**config.mk**
```make
export PLATFORM = sky130hd
export DESIGN_NAME = sdiv_remmod
export DESIGN_NICKNAME = d
export VERILOG_FILES = /design/src/rtl/sdiv_pkg.sv /design/src/rtl/sdiv_sign_split.sv /design/src/rtl/sdiv_core.sv /design/src/rtl/sdiv_fixup.sv /design/src/rtl/sdiv_remmod.sv
export SDC_FILE = /design/constraint.sdc
export NUM_CORES = 1
export LEC_CHECK = 0
export BUFFER_PORTS_ARGS = -buffer_cell sky130_fd_sc_hd__buf_2
export CAP_MARGIN = 10
export CORE_MARGIN = 2
export CORE_UTILIZATION = 50
export DETAILED_ROUTE_END_ITERATION = 10
export GPL_TIMING_DRIVEN = 0
export PLACE_DENSITY = 0.7
export SKIP_LAST_GASP = 1
export SYNTH_ARGS = -nofsm -noshare
export SYNTH_HDL_FRONTEND = slang
export SYNTH_SLANG_ARGS = --single-unit
```
**constraint.sdc**
```tcl
create_clock -name clk -period 8.05 [get_ports clk]
set_clock_uncertainty 0.2 [all_clocks]
set_input_delay 0.805 -clock clk [delete_from_list [all_inputs] [get_ports clk]]
set_output_delay 0.805 -clock clk [all_outputs]
set_load 0.01 [all_outputs]
```
**src/rtl/sdiv_pkg.sv**
```systemverilog
package sdiv_pkg;

  typedef enum logic [1:0] {
    SD_IDLE = 2'd0,
    SD_RUN  = 2'd1,
    SD_FIX  = 2'd2
  } sdiv_state_e;

endpackage

```
**src/rtl/sdiv_sign_split.sv**
```systemverilog
module sdiv_sign_split #(
  parameter int W = 8
) (
  input  logic [W-1:0] value,
  output logic [W-1:0] mag,
  output logic         neg
);
  // The magnitude is unsigned, so the most negative value maps to 2^(W-1).
  always_comb begin
    neg = value[W-1];
    mag = neg ? (~value + 1'b1) : value;
  end
endmodule

```
**src/rtl/sdiv_core.sv**
```systemverilog
module sdiv_core #(
  parameter int W = 8
) (
  input  logic         clk,
  input  logic         rst_n,
  input  logic         load,
  input  logic         step,
  input  logic [W-1:0] dvd_mag,
  input  logic [W-1:0] dvs_mag,
  output logic [W-1:0] quo_mag,
  output logic [W-1:0] rem_mag
);
  localparam int PW = W + 1;

  logic [PW-1:0] part_q;
  logic [W-1:0]  acc_q;
  logic [W-1:0]  dvs_q;
  logic [PW-1:0] shifted;
  logic [PW-1:0] trial;
  logic          fits;

  always_comb begin
    shifted = {part_q[W-1:0], acc_q[W-1]};
    trial   = shifted - {1'b0, dvs_q};
    fits    = ~trial[PW-1];
  end

  always_ff @(posedge clk or negedge rst_n) begin
    if (!rst_n) begin
      part_q <= '0;
      acc_q  <= '0;
      dvs_q  <= '0;
    end else if (load) begin
      part_q <= '0;
      acc_q  <= dvd_mag;
      dvs_q  <= dvs_mag;
    end else if (step) begin
      part_q <= fits ? trial : shifted;
      acc_q  <= {acc_q[W-2:0], fits};
    end
  end

  assign quo_mag = acc_q;
  assign rem_mag = part_q[W-1:0];
endmodule

```
**src/rtl/sdiv_fixup.sv**
```systemverilog
module sdiv_fixup #(
  parameter int W = 8
) (
  input  logic [W-1:0] quo_mag,
  input  logic [W-1:0] rem_mag,
  input  logic         dvd_neg,
  input  logic         dvs_neg,
  input  logic [W-1:0] divisor,
  input  logic         div_zero,
  output logic [W-1:0] quo,
  output logic [W-1:0] rem,
  output logic [W-1:0] modv
);
  logic [W-1:0] q_signed;
  logic [W-1:0] r_signed;
  logic         signs_differ;

  always_comb begin
    signs_differ = dvd_neg ^ dvs_neg;
    q_signed     = signs_differ ? (~quo_mag + 1'b1) : quo_mag;
    r_signed     = dvd_neg ? (~rem_mag + 1'b1) : rem_mag;
    if (div_zero) begin
      quo  = '0;
      rem  = '0;
      modv = '0;
    end else begin
      quo  = q_signed;
      rem  = r_signed;
      modv = ((r_signed != '0) && signs_differ) ? (r_signed + divisor) : r_signed;
    end
  end
endmodule

```
**src/rtl/sdiv_remmod.sv**
```systemverilog
module sdiv_remmod
  import sdiv_pkg::*;
#(
  parameter int W = 8
) (
  input  logic         clk,
  input  logic         rst_n,
  input  logic         in_valid,
  output logic         in_ready,
  input  logic [W-1:0] in_dividend,
  input  logic [W-1:0] in_divisor,
  output logic         out_valid,
  output logic [W-1:0] out_quotient,
  output logic [W-1:0] out_remainder,
  output logic [W-1:0] out_modulus,
  output logic         out_div_zero
);
  localparam int CW = $clog2(W + 1);
  localparam logic [CW-1:0] LAST_STEP = CW'(W - 1);

  sdiv_state_e state_q;
  logic [CW-1:0] step_cnt_q;
  logic          dvd_neg_q, dvs_neg_q, zero_q;
  logic [W-1:0]  divisor_q;

  logic [W-1:0]  dvd_mag, dvs_mag;
  logic          dvd_neg, dvs_neg;
  logic [W-1:0]  quo_mag, rem_mag;
  logic [W-1:0]  fx_quo, fx_rem, fx_mod;
  logic          accept, stepping;

  assign in_ready = (state_q == SD_IDLE);
  assign accept   = in_valid && in_ready;
  assign stepping = (state_q == SD_RUN);

  sdiv_sign_split #(.W(W)) u_split_dvd (
    .value(in_dividend), .mag(dvd_mag), .neg(dvd_neg)
  );

  sdiv_sign_split #(.W(W)) u_split_dvs (
    .value(in_divisor), .mag(dvs_mag), .neg(dvs_neg)
  );

  sdiv_core #(.W(W)) u_core (
    .clk(clk), .rst_n(rst_n), .load(accept), .step(stepping),
    .dvd_mag(dvd_mag), .dvs_mag(dvs_mag),
    .quo_mag(quo_mag), .rem_mag(rem_mag)
  );

  sdiv_fixup #(.W(W)) u_fixup (
    .quo_mag(quo_mag), .rem_mag(rem_mag),
    .dvd_neg(dvd_neg_q), .dvs_neg(dvs_neg_q),
    .divisor(divisor_q), .div_zero(zero_q),
    .quo(fx_quo), .rem(fx_rem), .modv(fx_mod)
  );

  always_ff @(posedge clk or negedge rst_n) begin
    if (!rst_n) begin
      state_q    <= SD_IDLE;
      step_cnt_q <= '0;
      dvd_neg_q  <= 1'b0;
      dvs_neg_q  <= 1'b0;
      zero_q     <= 1'b0;
      divisor_q  <= '0;
    end else begin
      case (state_q)
        SD_IDLE: if (accept) begin
          state_q    <= SD_RUN;
          step_cnt_q <= '0;
          dvd_neg_q  <= dvd_neg;
          dvs_neg_q  <= dvs_neg;
          zero_q     <= (in_divisor == '0);
          divisor_q  <= in_divisor;
        end
        SD_RUN: begin
          step_cnt_q <= step_cnt_q + 1'b1;
          if (step_cnt_q == LAST_STEP) state_q <= SD_FIX;
        end
        default: state_q <= SD_IDLE;
      endcase
    end
  end

  always_ff @(posedge clk or negedge rst_n) begin
    if (!rst_n) begin
      out_valid     <= 1'b0;
      out_quotient  <= '0;
      out_remainder <= '0;
      out_modulus   <= '0;
      out_div_zero  <= 1'b0;
    end else begin
      out_valid <= (state_q == SD_FIX);
      if (state_q == SD_FIX) begin
        out_quotient  <= fx_quo;
        out_remainder <= fx_rem;
        out_modulus   <= fx_mod;
        out_div_zero  <= zero_q;
      end
    end
  end
endmodule

```
==> results of run 1 <==
[power breakdown]
group	total (W)	internal, W	switching (W)
Combinational	0.00119	0.000506	0.000679
Clock	0.000268	0.000146	0.000122
Sequential	0.000593	0.000473	0.000120
Total	0.00205	0.00113	0.000921
[worst min-delay path, cell delays in order (launching register included)]
cell	delay, ns
dfrtp_1	0.34
nand2_1	0.04
o21ai_0	0.06
[cell families (layout without fill, tap and decap cells)]
family          count (synthesis)  count (layout)  share of synthesized area
compound gates                106             106                      0.174
xor+xnor                       35              35                     0.0785
fa+ha+maj                      23              23                     0.0775
buf+inv                        50             107                     0.0506
flops                          65              65                      0.417
mux                            11              11                     0.0285
simple gates                  145             145                      0.175
[layout make-up]
type                       count  share of cell area
buffer                        22              0.0209
clock buffer                  10              0.0310
clock inverter                 4              0.0102
inverter                      28              0.0237
multi-input combinational    320               0.469
sequential                    65               0.367
tap                          102              0.0288
timing repair buffer          43              0.0491
[layer usage]
layer,global-route usage,share of wire,wire length (um),up-vias
met5,0,0,0,-
met4,0.107,0.026,231,0
met3,0.0342,0.034,301,18
met2,0.359,0.48,4210,51
met1,0.289,0.46,3990,1555
li1,-,-,-,1611
[cell usage in the layout (no fill, tap or decap), drive strengths merged, types with 2 or more instances in the layout]
master,Yosys,layout
a211oi,4,4
a21boi,3,3
a21o,3,3
a21oi,14,14
a22o,3,3
a22oi,6,6
a31oi,2,2
a32oi,5,5
buf,3,46
clkbuf,19,29
clkinv,0,3
dfrtp,65,65
fa,2,2
ha,21,21
inv,28,28
mux2i,10,10
nand2,71,71
nand2b,9,9
nand3,11,11
nand3b,2,2
nand4,2,2
nor2,22,22
nor2b,6,6
nor3,4,4
nor4,2,2
nor4b,2,2
o21ai,49,49
o221ai,4,4
o22ai,2,2
o31ai,5,5
o41ai,2,2
or2,3,3
or3,6,6
or3b,2,2
xnor2,15,15
xor2,20,20
[path summary, 6_finish.rpt]
kind | slack, ns | endpoint | start
setup / recovery | 4.31 | out_modulus[7] | dvd_neg_q
hold / removal | 0.27 | out_remainder[3] | out_remainder[3]
setup reg to reg | 4.31 | out_modulus[7] | dvd_neg_q
hold reg to reg | 0.27 | out_remainder[3] | out_remainder[3]
max in group asynchronous | 6.74 | out_modulus[6] | rst_n
min in group asynchronous | 0.34 | step_cnt_q[0] | rst_n
[metrics by stage]
step	worst slack, ns	utilization	std cells	instance area, um2
2_1_floorplan	4.82	-	435	3910
3_3_place_gp	4.36	0.555	580	4250
3_5_place_dp	4.32	0.556	580	4250
4_1_cts	4.29	0.580	594	4430
5_1_grt	3.96	0.580	594	4430
6_report	4.31	0.580	594	4430
[registers in the layout (all words and copies together) (netlist names)]
| register | count |
|---|---|
| divisor_q | 6 |
| dvd_neg_q | 1 |
| dvs_neg_q | 1 |
| out_div_zero | 1 |
| out_modulus | 8 |
| out_quotient | 8 |
| out_remainder | 8 |
| out_valid | 1 |
| state_q | 2 |
| step_cnt_q | 4 |
| u_core.dvs_q | 8 |
| u_core.part_q | 8 |
| u_core.quo_mag | 8 |
| zero_q | 1 |
==> impl_results.md, run 1 <==
* RSZ-0062 raised after global routing: no
* Final Hold Viols at 0
* Synth Flop Type: dfrtp_1
* WL final at 8.73 mm
* Synth top area share at 0.417
* Initial antenna violation count at 0
* CTS Hold Bufs at 0
* Critical path required time at 8.08 ns
* Count of cell types in the netlist at 48
* CTS tree: built
* Cell breakdown of the critical path: clkbuf_1, clkbuf_1, o21ai_0, xor2_1, inv_1, ha_1, nand3_1, o2111ai_1, a21oi_1, o21ba_2, or3b_2, a21oi_1, nor2_1
* Final min period at 3.74 ns
* Setup TNS at 0 ns
* Worst setup path category: reg2reg
* Most common cell in the netlist: nand2_1
* Initial DRC count at 129
* DRT antenna net count at 0
* Clock latency on the worst-skew pair at 0.35 ns
* Nature of the critical path startpoint: flip-flop
* Max Cap Viol at 0
* Core box area at 0.00765 mm2
* Final-report setup violation count at 0
* Avg Inst Size Synth at 8.98 um2
* Fillers at 718
* Static leakage at 2.08 nW
* FFs w/ async S/R, synth at 1.00
* Post-CTS Setup Inserts at 0
* Register Area at 0.00163 mm2
* Measured slew at the worst slew-check pin at 0.904 ns
* Crit Path Max Fanout at 10
* HP Class: reg2reg
* Root Buffer: clkbuf_8
* Hold slack final at 0.274 ns
* GR Util All Layers at 0.221
* Die H at 92.4 um
* Clock Path Buffers at 2
* CTS sink cnt at 65
* Slew Viols, Final at 0
* Die Footprint at 0.00853 mm2
* I/O pin cnt at 46
* Crit end category: flip-flop
* Vias per cell at 5.45
* Yosys top cell by area: dfrtp_1
* Initial core utilization at 0.511
* DR DRC count at 0
* Vias in the first global route at 3156
* Total power draw at 0.00205 W
* Routed len/inst at 14.7 um
* Synth top area cells: dfrtp_1 42%, nand2_1 6.8%, ha_1 6.7%
* Post-DP HPWL at 6.50 mm
* Die X at 92.4 um
* Number of I/O port buffers at 43
* Largest net degree at the start of global routing at 66
* Crit path depth at 13
* Total gr overflow at 0
* Final #Nets at 531
* Sequential element share of the synthesized area at 0.417
* First-pass GRT wire length at 14.9 mm
* Crit-path slowest cell: or3b_2
* Status: complete, no violations
* Htree depth at 3
* Peak supply drop at 205 uV
* EDFF count, synth at 0
* Post-synthesis register bit count at 65
* R2R cell count at 13
* CTS resizes at 0
* Crit path DAT at 3.77 ns
* Area of the multi-input gates at 0.00208 mm2
* Gpl congestion at 0.835
* Post-synth top cells: 71 x nand2_1, 65 x dfrtp_1, 49 x o21ai_0
* Row Count at 32
* Slew margin rel. at 0.393
* Gate Count Post-Synth at 435
* CP bufs+invs at 3
* Synth Warn # at 0
* Ant. Diodes at 0
* Slowest stage delay, CP at 0.44 ns
* Synth-to-Final Area Change at 13.5%
* Detailed Routing Iterations Pass 1 at 4
* Tcrit/Tclk final at 0.464
* CP delay by family, top: compound AO/OA/AOI/OAI gates
* Vias at 3235
* Pwr Density at 462 mW/mm2
* Inserted Clock Buffers at 9
* CTS clock-pin slew for the worst setup and hold paths at 0.07 ns
* Share of post-route cells with drive strength above 1 at 0.142
* Maximum clock frequency at 268 MHz
* Post-synth design cell area at 0.00390 mm2
* Min-Delay Path Depth at 2
* Syn Nets at 477
(Power assumes the default switching activity.)
==> run 2, diff against run 1 <==
ABC_AREA = 1   (was not set)
clock period = 3.5 ns   (was 8.05 ns; I/O delays follow)
==> run 2 against run 1 <==
Utilization grew 1.6 points. Synthesized cell count grew 22%. Register-to-register slack lost 3.6 ns. Sequential share of layout area shrank 1.7 points. Via count grew 11%. Non-clock buffer count shrank 8. Clock power grew to 2.7 times the previous value. Die area grew 3.8%. Critical path type unchanged. Global-route usage grew 1.2 points. Critical path depth is the same.
==> impl_results.md, run 2 <==
* Status: complete, no violations (unchanged)
* Worst setup path category: reg2reg (unchanged)
* Ant. Diodes at 0 (unchanged)
* Gpl congestion at 0.898 (was 0.835)
* Detailed Routing Iterations Pass 1 at 4 (unchanged)
* Post-synth design cell area at 0.00406 mm2 (was 0.00390 mm2)
* Initial antenna violation count at 0 (unchanged)
* Measured slew at the worst slew-check pin at 0.805 ns (was 0.904 ns)
* Crit-path slowest cell: dfrtp_1 (was or3b_2)
* Root Buffer: clkbuf_8 (unchanged)
* Number of I/O port buffers at 45 (was 43)
* HP Class: in2reg (was reg2reg)
* Die X at 94.1 um (was 92.4 um)
* Final #Nets at 628 (was 531)
* CTS resizes at 0 (unchanged)
* Avg Inst Size Synth at 7.67 um2 (was 8.98 um2)
* Nature of the critical path startpoint: flip-flop (unchanged)
* Row Count at 32 (unchanged)
* Logic pwr share at 0.593 (was 0.579)
* Crit end category: flip-flop (unchanged)
* Clock Path Buffers at 2 (unchanged)
* WL final at 9.20 mm (was 8.73 mm)
* Setup ws final at 0.751 ns (was 4.31 ns)
* DRT antenna net count at 0 (unchanged)
* Slew margin rel. at 0.464 (was 0.393)
* Crit path DAT at 2.79 ns (was 3.77 ns)
* Syn Nets at 571 (was 477)
* Post-synthesis register bit count at 65 (unchanged)
* Peak supply drop at 413 uV (was 205 uV)
* Met2 routed WL at 4.19 mm (was 4.21 mm)
* Final min period at 2.75 ns (was 3.74 ns)
* Synth Flop Type: dfrtp_1 (unchanged)
* First-pass GRT wire length at 16.0 mm (was 14.9 mm)
* Core box area at 0.00781 mm2 (was 0.00765 mm2)
* Slew Viols, Final at 0 (unchanged)
* Total gr overflow at 0 (unchanged)
* Met1 WL at 4.40 mm (was 3.99 mm)
* Slowest stage delay, CP at 0.45 ns (was 0.44 ns)
* Clock network fraction of design power at 0.145 (was 0.131)
* Place WS at 0.794 ns (was 4.32 ns)
* I/O pin cnt at 46 (unchanged)
* Vias at 3594 (was 3235)
* Synth top area cells: dfrtp_1 40%, nand2_1 13%, nand3_1 6.8% (was dfrtp_1 42%, nand2_1 6.8%, ha_1 6.7%)
* Tcrit/Tclk final at 0.785 (was 0.464)
* Max Used Layer: met4 (unchanged)
* Reg2Reg Setup Slack at 0.75 ns (was 4.31 ns)
* EDFF count, synth at 0 (unchanged)
* FF-to-FF End: out_modulus[4] (was out_modulus[7])
* Most common cell in the netlist: nand2_1 (unchanged)
* Share of post-route cells with drive strength above 1 at 0.176 (was 0.142)
* CP bufs+invs at 3 (unchanged)
* Cell breakdown of the critical path: inv_2, ha_1, nand2_1, o21ai_0, inv_1, fa_1, inv_1, a21oi_1, o21ai_0, xor2_1, nand3_1, nand3_1, nand2_1 (was clkbuf_1, clkbuf_1, o21ai_0, xor2_1, inv_1, ha_1, nand3_1, o2111ai_1, a21oi_1, o21ba_2, or3b_2, a21oi_1, nor2_1)
* Sequential element share of the synthesized area at 0.401 (was 0.417)
* GR Util All Layers at 0.232 (was 0.221)
* Commonest non-fill, non-tap cells in the layout: 141 x nand2_1, 65 x dfrtp_1, 60 x inv_1, 55 x nand3_1, 49 x buf_2 (was 71 x nand2_1, 65 x dfrtp_1, 49 x o21ai_0, 44 x buf_2, 28 x inv_1)
* Worst Hold Path EP: zero_q (was out_remainder[3])
* Vias in the first global route at 3500 (was 3156)
* FFs w/ async S/R, synth at 1.00 (unchanged)
* Fillers at 757 (was 718)
* Post-synth top cells: 141 x nand2_1, 65 x dfrtp_1, 60 x inv_1 (was 71 x nand2_1, 65 x dfrtp_1, 49 x o21ai_0)
* Sw Pwr at 0.00239 W (was 0.000921 W)
* Area of the multi-input gates at 0.00210 mm2 (was 0.00208 mm2)
* Static leakage at 2.43 nW (was 2.08 nW)
* Net Sw Frac at 0.478 (was 0.450)
* Clock latency on the worst-skew pair at 0.35 ns (about the same)
* Met3 WL post-DR at 425 um (was 301 um)
* Min-Delay Path Depth at 2 (unchanged)
* Maximum clock frequency at 364 MHz (was 268 MHz)
* Reg-to-reg startpoint: u_core.part_q[0] (was dvd_neg_q)
* Post-DP HPWL at 7.20 mm (was 6.50 mm)
* RSZ-0062 raised after global routing: no (unchanged)
* Pwr Density at 1080 mW/mm2 (was 462 mW/mm2)
* Total power draw at 0.00501 W (was 0.00205 W)
* Initial DRC count at 201 (was 129)
* Register Area at 0.00163 mm2 (unchanged)
* Inserted Clock Buffers at 9 (unchanged)
* Final Hold Viols at 0 (unchanged)
* Critical path required time at 3.54 ns (was 8.08 ns)
* Htree depth at 3 (unchanged)
* Setup TNS at 0 ns (unchanged)
* Yosys top cell by area: dfrtp_1 (unchanged)
* Die H at 94.1 um (was 92.4 um)
* R2R cell count at 13 (unchanged)
* Synth-to-Final Area Change at 14.6% (was 13.5%)
* Initial core utilization at 0.520 (was 0.511)
* CP delay by family, top: adder cells (was compound AO/OA/AOI/OAI gates)
* Post-Route Utilization at 0.596 (was 0.580)
* Hold slack final at 0.00954 ns (was 0.274 ns)
* Largest net degree at the start of global routing at 66 (unchanged)
* Routed len/inst at 13.3 um (was 14.7 um)
* Hold path start: in_divisor[7] (was out_remainder[3])
* DR DRC count at 0 (unchanged)
* Vias per cell at 5.19 (was 5.45)
* CTS tree: built (unchanged)
* Final-report setup violation count at 0 (unchanged)
* CTS clock-pin slew for the worst setup and hold paths at 0.07 ns (about the same)
* Synth top area share at 0.401 (was 0.417)
* Int Power at 0.00261 W (was 0.00113 W)
* Count of cell types in the netlist at 40 (was 48)
* Synth Warn # at 0 (unchanged)
* Max Cap Viol at 0 (unchanged)
* Die Footprint at 0.00885 mm2 (was 0.00853 mm2)
* Reg power frac at 0.262 (was 0.290)
* Most common cell after layout, fill and taps aside: nand2_1 (unchanged)
* Gate Count Post-Synth at 529 (was 435)
* CTS sink cnt at 65 (unchanged)
* Crit Path Max Fanout at 7 (was 10)
==> run 2: cell families after synthesis <==
family,count (synthesis),synth area share
compound gates,85,0.120
xor+xnor,16,0.0345
fa+ha+maj,23,0.0746
buf+inv,84,0.0811
flops,65,0.401
simple gates,256,0.289
==> run 2: power by group through the flow <==
stage	Clock, W	Sequential, W	Combinational, W
4_1_cts	0.000735	0.00131	0.00298
3_5_place_dp	0	0.00132	0.00295
2_1_floorplan	0	0.00132	0.00226
3_3_place_gp	0	0.00132	0.00288
5_1_grt	0.000769	0.00136	0.00344
6_report	0.000726	0.00131	0.00297
==> run 2: per-layer routing <==
layer / up-vias / GRT usage
met4: 0 / 0.0785
li1: 1860 / -
met3: 17 / 0.0449
met1: 1628 / 0.311
met5: - / 0
met2: 89 / 0.378
==> run 2: worst register-to-register path: stages (launching register included) <==
cell and delay (ns):
dfrtp_1 0.45, inv_2 0.13, ha_1 0.30, nand2_1 0.05
o21ai_0 0.12, inv_1 0.15, fa_1 0.44, inv_1 0.09
a21oi_1 0.06, o21ai_0 0.22, xor2_1 0.18, nand3_1 0.10
nand3_1 0.10, nand2_1 0.05
==> run 2: repair_timing <==
item	4_1_cts	5_1_grt
buffers inserted	0	0
endpoints found under the hold margin	65	0
hold buffers	1	0
==> run 2: how the worst max path moves through the flow <==
stage,from,to,cells past startpoint
after global placement,u_core.part_q[0],out_modulus[4],13
final,u_core.part_q[0],out_modulus[4],13
after detailed placement,u_core.part_q[0],out_modulus[4],13
after floorplan,u_core.part_q[0],out_modulus[4],13
after CTS,u_core.part_q[0],out_modulus[4],13
after global routing,u_core.part_q[0],out_modulus[7],14
==> run 2: area by class of cell <==
class	instances	share of cell area
plain buffers	11	0.0118
clock buffers	10	0.0296
clock inverters	6	0.0194
inverters	73	0.0589
multi-input cells	380	0.452
flip-flops and latches	65	0.350
well taps	102	0.0274
repair buffers	46	0.0511
==> run 2: metrics by stage <==
stage | std cells | instance area [um2]
6_report | 693 | 4650
5_1_grt | 693 | 4650
4_1_cts | 693 | 4650
3_3_place_gp | 676 | 4410
3_5_place_dp | 676 | 4410
2_1_floorplan | 529 | 4060
==> run 3, diff against run 2 <==
clock period = 2.75 ns   (was 3.5 ns; I/O delays follow)
==> run 3 against run 2 <==
Routed wire length rose by 1.2%. Largest cell class unchanged. Final area is 2.3% higher. Global-route usage is 0.14 points higher. Register-to-register slack got worse by 0.59 ns.
==> impl_results.md, run 3 (synthesis results as in run 2) <==
* Initial core utilization at 0.520 (unchanged)
* Crit end category: flip-flop (unchanged)
* Crit path DAT at 2.64 ns (was 2.79 ns)
* FF-to-FF End: out_modulus[7] (was out_modulus[4])
* Die X at 94.1 um (unchanged)
* Vias at 3639 (was 3594)
* Share of post-route cells with drive strength above 1 at 0.183 (was 0.176)
* Static leakage at 2.47 nW (was 2.43 nW)
* Reg-to-reg startpoint: u_core.part_q[1] (was u_core.part_q[0])
* Row Count at 32 (unchanged)
* Worst setup path category: reg2reg (unchanged)
* Register Area at 0.00163 mm2 (about the same)
* Slew margin rel. at 0.468 (was 0.464)
* Vias per cell at 5.17 (was 5.19)
* Number of I/O port buffers at 45 (unchanged)
* Core box area at 0.00781 mm2 (unchanged)
* Inserted Clock Buffers at 9 (unchanged)
* Final Hold Viols at 0 (unchanged)
* Peak supply drop at 535 uV (was 413 uV)
* Synth-to-Final Area Change at 17.2% (was 14.6%)
* Initial DRC count at 233 (was 201)
* Post-Route Utilization at 0.609 (was 0.596)
* Total gr overflow at 0 (unchanged)
* DRT antenna net count at 0 (unchanged)
* Gpl congestion at 0.898 (unchanged)
* Die Footprint at 0.00885 mm2 (unchanged)
* CTS clock-pin slew for the worst setup and hold paths at 0.08 ns (was 0.07 ns)
* Worst setup path end: out_modulus[7] (was out_modulus[4])
* Post-DP HPWL at 7.20 mm (unchanged)
* Hold slack final at 0.0411 ns (was 0.00954 ns)
* Fillers at 748 (was 757)
* Most common cell after layout, fill and taps aside: nand2_1 (unchanged)
* I/O pin cnt at 46 (unchanged)
* Cell breakdown of the critical path: inv_1, ha_1, inv_1, nand2_1, nand2_1, nand2_2, nand2_2, inv_1, ha_2, nand2_1, nand3_1, nand3_1, nand2_1, nand2_1, nand2_1, nand3_1, nand2_1, nand3_1 (was inv_2, ha_1, nand2_1, o21ai_0, inv_1, fa_1, inv_1, a21oi_1, o21ai_0, xor2_1, nand3_1, nand3_1, nand2_1)
* Crit path from: u_core.part_q[1] (was u_core.part_q[0])
* DR DRC count at 0 (unchanged)
* Slowest stage delay, CP at 0.41 ns (was 0.45 ns)
* Detailed Routing Iterations Pass 1 at 5 (was 4)
* Die H at 94.1 um (unchanged)
* Min-Delay Path Depth at 3 (was 2)
* Critical path required time at 2.80 ns (was 3.54 ns)
* Nature of the critical path startpoint: flip-flop (unchanged)
* First-pass GRT wire length at 16.1 mm (was 16.0 mm)
* R2R cell count at 18 (was 13)
* CTS sink cnt at 65 (unchanged)
* Maximum clock frequency at 386 MHz (was 364 MHz)
* Final-report setup violation count at 0 (unchanged)
* Crit-path slowest cell: dfrtp_1 (unchanged)
* Area of the multi-input gates at 0.00211 mm2 (was 0.00210 mm2)
* HP Class: in2reg (unchanged)
* Crit Path Max Fanout at 6 (was 7)
* Final #Nets at 639 (was 628)
* WL final at 9.31 mm (was 9.20 mm)
* Measured slew at the worst slew-check pin at 0.798 ns (was 0.805 ns)
* Initial antenna violation count at 0 (unchanged)
* Root Buffer: clkbuf_8 (unchanged)
* Vias in the first global route at 3537 (was 3500)
* Clock latency on the worst-skew pair at 0.36 ns (was 0.35 ns)
* Commonest non-fill, non-tap cells in the layout: 141 x nand2_1, 64 x dfrtp_1, 60 x inv_1, 55 x nand3_1, 49 x buf_2 (was 141 x nand2_1, 65 x dfrtp_1, 60 x inv_1, 55 x nand3_1, 49 x buf_2)
* Tcrit/Tclk final at 0.941 (was 0.785)
* GR Util All Layers at 0.234 (was 0.232)
* Ant. Diodes at 0 (unchanged)
* Htree depth at 3 (unchanged)
* Max Cap Viol at 0 (unchanged)
* Reg2Reg Setup Slack at 0.16 ns (was 0.75 ns)
* Largest net degree at the start of global routing at 66 (unchanged)
* Pwr Density at 1360 mW/mm2 (was 1080 mW/mm2)
* CP most frequent cell: nand2_1
* Routed len/inst at 13.2 um (was 13.3 um)
* Status: complete, no violations (unchanged)
* Slew Viols, Final at 0 (unchanged)
* CTS tree: built (unchanged)
* RSZ-0062 raised after global routing: yes (was no)
* Clock Path Buffers at 2 (unchanged)
* Final min period at 2.59 ns (was 2.75 ns)
run 3: worst max-delay path, delay by kind of cell, from the launching register on:
family,cells,cell delay [ns]
simple gates,13,1.02
fa+ha+maj,2,0.62
buf+inv,3,0.23
flops,1,0.41
run 3: metal layers:
layer	GRT usage	up-vias	wire length, um
met1	0.311	1640	4390
met2	0.383	102	4340
li1	-	1882	-
met4	0.0785	0	175
met5	0	-	0
met3	0.0449	15	402
run 3: worst min path at each step:
stage	startpoint	slack (ns)	endpoint
floorplan	rst_n	-0.22	divisor_q[1]
global placement	out_modulus[2]	0.26	out_modulus[2]
detailed placement	rst_n	0.22	out_modulus[6]
CTS	in_divisor[0]	0.03	u_core.dvs_q[0]
global route	in_dividend[3]	0.06	u_core.quo_mag[3]
finish	in_divisor[0]	0.04	u_core.dvs_q[0]
run 3: repair_timing:
action,4_1_cts,5_1_grt
cloned,0,0
setup endpoints to repair,1,4
gates resized for setup,1,4
setup buffers,0,4
hold endpoints to repair,76,0
hold buffers,8,0
run 3: layout make-up:
type,count,area share
plain buffers,11,0.0116
clock inverters,6,0.0189
multi-input cells,380,0.443
well taps,102,0.0268
clock buffers,10,0.0289
repair buffers,57,0.0710
flip-flops and latches,65,0.342
inverters,73,0.0581
run 3: power by group:
| part | switching, W | internal, W | total, W | leakage [nW] |
|---|---|---|---|---|
| clock network | 0.000390 | 0.000538 | 0.000928 | 0.113 |
| registers | 0.000304 | 0.00137 | 0.00167 | 0.795 |
| logic | 0.00238 | 0.00148 | 0.00386 | 1.57 |
| total | 0.00307 | 0.00339 | 0.00646 | 2.47 |
run 3: per-stage QoR:
stage	setup slack, ns	power [W]	area, um2	instances	setup TNS, ns
CTS	0.0372	0.00641	4720	700	0
floorplan	0.356	0.00455	4060	529	0
global placement	0.0739	0.00534	4410	676	0
global route	-0.0425	0.00716	4760	704	-0.0693
finish	0.162	0.00646	4760	704	0
detailed placement	0.0435	0.00544	4410	676	0
